===== src/rtl/sio_pkg.sv =====
// Shared types for the dual-mode serial I/O unit.
package sio_pkg;
    typedef enum logic {
        MODE_SHIFT = 1'b0,
        MODE_COUNT = 1'b1
    } sio_mode_e;
endpackage


===== src/rtl/sio_in_sync.sv =====
// Input synchronizer with falling-transition detector.
// Assumes: STAGES >= 2; din is asynchronous to clk.
module sio_in_sync #(
    parameter int STAGES = 2
) (
    input  logic clk,
    input  logic rst_n,
    input  logic din,
    output logic dout,
    output logic fall
);
    logic [STAGES-1:0] pipe;
    logic              prev;

    // First stage samples the raw pin.
    always_ff @(posedge clk) begin
        if (!rst_n) pipe[0] <= 1'b0;
        else        pipe[0] <= din;
    end

    // Remaining stages, one flop per stage.
    for (genvar g = 1; g < STAGES; g++) begin : g_stage
        always_ff @(posedge clk) begin
            if (!rst_n) pipe[g] <= 1'b0;
            else        pipe[g] <= pipe[g-1];
        end
    end

    // Previous synchronized value for edge detection.
    always_ff @(posedge clk) begin
        if (!rst_n) prev <= 1'b0;
        else        prev <= pipe[STAGES-1];
    end

    assign dout = pipe[STAGES-1];
    assign fall = prev & ~pipe[STAGES-1];

    AST_FALL_ONE_CYCLE: assert property (@(posedge clk) disable iff (!rst_n)
        fall |=> !fall) else $error("fall pulse longer than one cycle");
endmodule


===== src/rtl/sio_data_reg.sv =====
// Shared shift/count register with exchange load.
// Assumes: WIDTH >= 2; si and fall are already synchronous to clk.
module sio_data_reg
    import sio_pkg::*;
#(
    parameter int WIDTH = 4
) (
    input  logic             clk,
    input  logic             rst_n,
    input  sio_mode_e        mode,
    input  logic             tick,
    input  logic             si,
    input  logic             fall,
    input  logic             ld_en,
    input  logic [WIDTH-1:0] ld_data,
    output logic [WIDTH-1:0] q
);
    localparam logic [WIDTH-1:0] ONE  = WIDTH'(1);
    localparam logic [WIDTH-1:0] FULL = {WIDTH{1'b1}};

    // Register update: load beats shift or count.
    always_ff @(posedge clk) begin
        if (!rst_n)                             q <= '0;
        else if (ld_en)                         q <= ld_data;
        else if (mode == MODE_SHIFT && tick)    q <= {q[WIDTH-2:0], si};
        else if (mode == MODE_COUNT && fall)    q <= q + ONE;
    end

    AST_LOAD_WINS: assert property (@(posedge clk) disable iff (!rst_n)
        ld_en |=> q == $past(ld_data)) else $error("load lost");
    AST_SHIFT_IN: assert property (@(posedge clk) disable iff (!rst_n)
        (!ld_en && mode == MODE_SHIFT && tick) |=> (q[0] == $past(si)) && (q[WIDTH-1:1] == $past(q[WIDTH-2:0])))
        else $error("bad shift step");
    AST_CNT_WRAP: assert property (@(posedge clk) disable iff (!rst_n)
        (!ld_en && mode == MODE_COUNT && fall && q == FULL) |=> q == '0)
        else $error("counter did not wrap");
    AST_IDLE_HOLD: assert property (@(posedge clk) disable iff (!rst_n)
        (!ld_en && !(mode == MODE_SHIFT && tick) && !(mode == MODE_COUNT && fall)) |=> $stable(q))
        else $error("register changed while idle");
endmodule


===== src/rtl/sio_pin_mux.sv =====
// Mode-dependent drive of the serial-out and serial-clock pins.
// Assumes: all inputs synchronous; outputs are purely combinational.
module sio_pin_mux
    import sio_pkg::*;
(
    input  sio_mode_e mode,
    input  logic      out_en,
    input  logic      clk_latch,
    input  logic      tick,
    input  logic      msb,
    output logic      so,
    output logic      sk
);
    // Select pin sources according to mode.
    always_comb begin
        if (mode == MODE_COUNT) begin
            so = out_en;
            sk = clk_latch;
        end else begin
            so = out_en & msb;
            sk = clk_latch & tick;
        end
    end
endmodule


===== src/rtl/sio_dual_unit.sv =====
// Top of the dual-mode serial I/O unit: synchronizer, shared
// register and pin mux. Assumes tick is a one-cycle strobe and
// control bits are synchronous to clk.
module sio_dual_unit
    import sio_pkg::*;
#(
    parameter int WIDTH       = 4,
    parameter int SYNC_STAGES = 2
) (
    input  logic             clk,
    input  logic             rst_n,
    input  logic             tick,
    input  logic             mode_cnt,
    input  logic             out_en,
    input  logic             clk_latch,
    input  logic             serial_in,
    input  logic             xchg_en,
    input  logic [WIDTH-1:0] xchg_data,
    output logic [WIDTH-1:0] xchg_q,
    output logic             serial_out,
    output logic             serial_clk
);
    sio_mode_e mode;
    logic      si_s;
    logic      si_fall;

    assign mode = sio_mode_e'(mode_cnt);

    sio_in_sync #(.STAGES(SYNC_STAGES)) u_sync (
        .clk  (clk),
        .rst_n(rst_n),
        .din  (serial_in),
        .dout (si_s),
        .fall (si_fall)
    );

    sio_data_reg #(.WIDTH(WIDTH)) u_reg (
        .clk    (clk),
        .rst_n  (rst_n),
        .mode   (mode),
        .tick   (tick),
        .si     (si_s),
        .fall   (si_fall),
        .ld_en  (xchg_en),
        .ld_data(xchg_data),
        .q      (xchg_q)
    );

    sio_pin_mux u_mux (
        .mode     (mode),
        .out_en   (out_en),
        .clk_latch(clk_latch),
        .tick     (tick),
        .msb      (xchg_q[WIDTH-1]),
        .so       (serial_out),
        .sk       (serial_clk)
    );

    AST_SO_QUIET: assert property (@(posedge clk) disable iff (!rst_n)
        (!mode_cnt && !out_en) |-> !serial_out) else $error("serial_out not quiet");
    AST_SK_IDLE: assert property (@(posedge clk) disable iff (!rst_n)
        (!mode_cnt && !clk_latch) |-> !serial_clk) else $error("serial_clk not held low");
    AST_SK_STATIC: assert property (@(posedge clk) disable iff (!rst_n)
        mode_cnt |-> serial_clk == clk_latch) else $error("serial_clk not latch");
    AST_SO_STATIC: assert property (@(posedge clk) disable iff (!rst_n)
        mode_cnt |-> serial_out == out_en) else $error("serial_out not enable bit");
endmodule


===== config.mk =====
export PLATFORM = sky130hd
export DESIGN_NAME = sio_dual_unit
export DESIGN_NICKNAME = d
export VERILOG_FILES = /design/src/rtl/sio_pkg.sv /design/src/rtl/sio_in_sync.sv /design/src/rtl/sio_data_reg.sv /design/src/rtl/sio_pin_mux.sv /design/src/rtl/sio_dual_unit.sv
export SDC_FILE = /design/constraint.sdc
export NUM_CORES = 1
export LEC_CHECK = 0
export BUFFER_PORTS_ARGS = -buffer_cell sky130_fd_sc_hd__buf_2
export CORE_AREA = 2 2 39 41
export DETAILED_ROUTE_END_ITERATION = 7
export DIE_AREA = 0 0 41 43
export GPL_ROUTABILITY_DRIVEN = 0
export PLACE_DENSITY = 0.61
export SYNTH_ARGS = -nofsm -noshare
export SYNTH_HDL_FRONTEND = slang
export SYNTH_HIERARCHICAL = 1
export SYNTH_SLANG_ARGS = --single-unit

===== constraint.sdc =====
create_clock -name clk -period 2.2 [get_ports clk]
set_input_delay 0.44 -clock clk [delete_from_list [all_inputs] [get_ports clk]]
set_output_delay 0.44 -clock clk [all_outputs]
set_load 0.01 [all_outputs]

# After elaboration in Yosys (flattened, before gate mapping)
# Index checks and enable logic that the tools add are counted.
[word_totals] elab_cells=18 regBits=7 inputBits=12 output_inout_bits=6
[op_classes] add_sub_neg=1 n_reduce_logical=3 n_bitwise=5 mux=5
[ops] op="$mux W4" count=3
[ops] op="$add A4 B1 Y4 const B" count=1
[ops] op="$and A1 B1 Y1" count=3
[ops] op="$reduce_bool A3 Y1" count=1
[ops] op="$logic_and A1 B1 Y1" count=2
[ops] op="$mux W1" count=2
[ops] op="$not A1 Y1" count=2

# Depth between registers and ports, before layout
[depth] depth_word=6 ltp_mapped=4 depth_no_buf=4

# Modules after synthesis
# Netlist, hierarchy kept.
[modules_own_cells] mod="sio_data_reg" seq_area_each_um2=80.1 n_inst=1 area_per_inst_um2=282.8 cells_per_inst=34
[modules_own_cells] mod="sio_in_sync" seq_area_each_um2=60.1 n_inst=1 area_per_inst_um2=88.8 cells_per_inst=7
[modules_own_cells] mod="sio_pin_mux" seq_area_each_um2=0.0 n_inst=1 area_per_inst_um2=15.0 cells_per_inst=2

# Least setup slack after synthesis
# OpenSTA, ideal clock, no wires.
[synth_timing] kind="input to register" from="in mode_cnt" to="reg u_reg.q[2]" t_required_ps=2081 n_path_buf=1 setup_ps=119 slack_ps=953 arrival_ps=1129 path_stages=4 cell_sequence="buf_2 mux2i_1 nand2_1 o221a_1"
[synth_via] elab_chain_len=4 elab_cells_between_ends=6 cone_classes="mux (2); bitwise (1); reduce/logical (3)"
[synth_lines] item="start, declared" line_no="sio_dual_unit.sv:13" source="input logic mode_cnt,"
[synth_lines] item="$not A1 Y1" line_no="sio_data_reg.sv:25" source="else if (mode == MODE_SHIFT && tick) q <= {q[WIDTH-2:0], si};"
[synth_lines] item="$logic_and A1 B1 Y1" line_no="sio_data_reg.sv:25"
[synth_lines] item="$mux W4" line_no="sio_data_reg.sv:25"
[synth_lines] item="$mux W4" line_no="sio_data_reg.sv:24" source="else if (ld_en) q <= ld_data;"
[synth_lines] item="end signal, assigned" line_no="sio_data_reg.sv:24"
[synth_lines] item="end signal, assigned" line_no="sio_data_reg.sv:25"
[synth_lines] item="end signal, assigned" line_no="sio_data_reg.sv:26" source="else if (mode == MODE_COUNT && fall) q <= q + ONE;"
[synth_lines] item="end, declared" line_no="sio_data_reg.sv:16" source="output logic [WIDTH-1:0] q"
# Several ways; a longest one is shown, not always the timed one.
# A chain may end at the register's enable or synchronous reset.

# Final worst setup path
[layout_timing] from="reg u_reg.q[3]" to="out serial_out"
[layout_via] elab_chain_len=2
[layout_lines] item="$and A1 B1 Y1" line_no="sio_pin_mux.sv:20" source="so = out_en & msb;"
[layout_lines] item="$mux W1" line_no="sio_pin_mux.sv:16" source="if (mode == MODE_COUNT) begin"
[layout_lines] item="end, declared" line_no="sio_dual_unit.sv:20" source="output logic serial_out,"
# Every way passes these cells.

==> qor.yml <==
cts:
  post_cts_buffers: 0
  cts.sinks: 7
  holdBufCountCts: 0
  tritoncts: "yes"
  numCtsBuffers: 3
  htree_levels: 1
  post_cts_resized: 0
  clk_pin_slew_worst_paths_ps: 50
  cts_max_path_buffers: 2
  root_buffer: "clkbuf_4"
  clkLatencyLatePin_ps: 250
yosys:
  yosys_warnings: 6
  yosys-top-cells-area: "dfxtp_1, and2_1, a311oi_1, nand2_1, o21a_1"
  yosys.cell_types.count: 25
  syn_inst: 43
  ys_seq_area_frac: 0.3625
  synth_top_area_cell: "dfxtp_1"
  synth_ff_type: "dfxtp_1"
  synth_edf_count: 0
  async_reset_ff_frac: 0
  synth_fp_nets: 56
  synth_seq_cells: 7
  syn-cell-area_sq_um: 386.6
  syn_area_per_cell_sq_um: 8.991
  yosysTopAreaCellShare: 0.3625
global_route:
  first_global_vias: 331
  antenna_found_initial: 0
  grt_usage: 0.1187
  grt_max_degree: 11
  gr-total-overflow: 0
  grt_pass1_wl_microns: 1366
critical_path:
  critPathMaxFanout: 5
  crit_chain: "o21a_1 > buf_2"
  end_kind: "primary output"
  rr_startpoint: "u_reg/q[0]"
  critical-path-top-delay-family: "flip-flops"
  worst-r2r-cell-count: 4
  r2r_setup_slack_ps: 890
  critPathBufInv: 1
  cp.arrival_ps: 910
  slowest_delay_ps: 340
  start_kind: "flip-flop"
  path_class: "reg -> out"
  r2r_end: "u_reg/q[2]"
  crit_required_ps: 1760
  crit_slowest_cell: "dfxtp_1"
floorplanning:
  coreArea_sq_um: 1384
  die_height_microns: 43
  ios: 18
  die_area_sq_um: 1763
  initial_utilization: 0.2794
  rows: 14
  die_w_microns: 41
sta:
  worst_slack_ps: 851.9
  setup_violations: 0
  relSlewSlack: 0.8061
  whs_ps: 407.4
  fmax_mhz: 741.8
  final.setup_skew_ps: 5.328
  hold_violations: 0
  finalCritPeriodShare: 0.6128
  fin_crit_ps: 1348
  grt_setup_unrepaired: "no"
  tightest_slew_ps: 288.8
  tns_ps: 0
  finalMaxSlewViolations: 0
final_layout:
  syn2layout_area_growth_pct: 32.69
  drive_above_1_share: 0.3492
  fill_cells: 154
  fin_nets: 77
  antennaDiodeCount: 0
  final_cell_mix: "buf_2, dfxtp_1, nand2_1, and2_1, clkbuf_4"
  layout_commonest_cell: "buf_2"
routing:
  drcViolationCount: 0
  num_vias: 392
  vias_per_cell: 4.962
  routedWlPerCell_microns: 11.58
  ant_nets: 0
  firstDrtPassIters: 4
  drt-total-wl_microns: 915
  detail_route.iter0.violations: 12
job:
  drv_cap: 0
power_and_ir_drop:
  leakagePower_nw: 0.2370
  powerDensity_nw_per_um2: 618.7
  ir_drop_mv: 0.1916
worst_hold_path:
  hold_depth: 2
  min_path_type: "in -> reg"
  worstHoldEndpoint: "u_sync/pipe[0]"
  hold_start: "serial_in"
place:
  dp_slack_ps: 849.7
  io_buffers: 17
  hpwl_microns: 695.4
status:
  outcome: "finished, final reports clean"
-- report_power, final --
part           leakage, nW  switching (mW)  total (mW)  internal [mW]
Combinational        0.164          0.0279      0.0565         0.0286
Sequential          0.0579         0.00918       0.144          0.135
Clock               0.0150          0.0478       0.117         0.0692
-- worst max-delay path by stage --
stage | depth (start not counted) | from | slack (ps) | end
2_1_floorplan | 4 | mode_cnt | 950 | u_reg/q[2]
3_3_place_gp | 4 | mode_cnt | 860 | u_reg/q[1]
3_5_place_dp | 4 | mode_cnt | 850 | u_reg/q[2]
4_1_cts | 2 | u_reg/q[3] | 840 | serial_out
5_1_grt | 2 | u_reg/q[3] | 790 | serial_out
6_report | 2 | u_reg/q[3] | 850 | serial_out
-- sequential cells by signal, indices dropped and copies added, names as in the netlist --
register and flops:
u_sync/dout 1, u_sync/prev 1, u_sync/pipe 1, u_reg/q 4
-- through the flow --
stage	util	total power, mW	cell area [sq um]	std cells
2_1_floorplan	-	0.1768	386.6	43
3_3_place_gp	0.3517	0.2023	486.7	75
3_5_place_dp	0.3517	0.2026	486.7	75
4_1_cts	0.3707	0.3243	513.0	79
5_1_grt	0.3707	0.3408	513.0	79
6_report	0.3707	0.3174	513.0	79
-- cell usage after synthesis (all sizes together), types with 2 or more instances --
cell / instances
o21a: 2
a311oi: 2
inv: 2
and2: 5
nor2b: 2
dfxtp: 7
o22ai: 2
o21ai: 2
nand2: 4
-- per-layer routing --
metal,wire length [microns],track usage,share of wire
met4,0,0.1200,0
met3,59,0.01571,0.064
met5,0,0,0
met2,419,0.1656,0.46
met1,436,0.1424,0.48
-- logic make-up after synthesis --
kind of cell               count (synthesis)  synth area share
and+or+nand+nor                           15            0.2363
adders and majority gates                  1           0.03236
buffers and inverters                      3           0.03236
muxes                                      1           0.02589
DFF                                        7            0.3624
AOI/OAI and AO/OA                         15            0.2880
xor gates and xnor gates                   1           0.02266
-- area by class of cell --
| class | instances | area [sq um] | share of cell area |
|---|---|---|---|
| Clock buffer | 4 | 26.28 | 0.05122 |
| Inverter | 2 | 7.507 | 0.01463 |
| Multi-Input combinational cell | 33 | 234.0 | 0.4561 |
| Sequential cell | 7 | 140.1 | 0.2732 |
| Tap cell | 16 | 20.02 | 0.03902 |
| Timing Repair Buffer | 17 | 85.08 | 0.1659 |
Note: power is estimated with default switching activity, not from simulation.
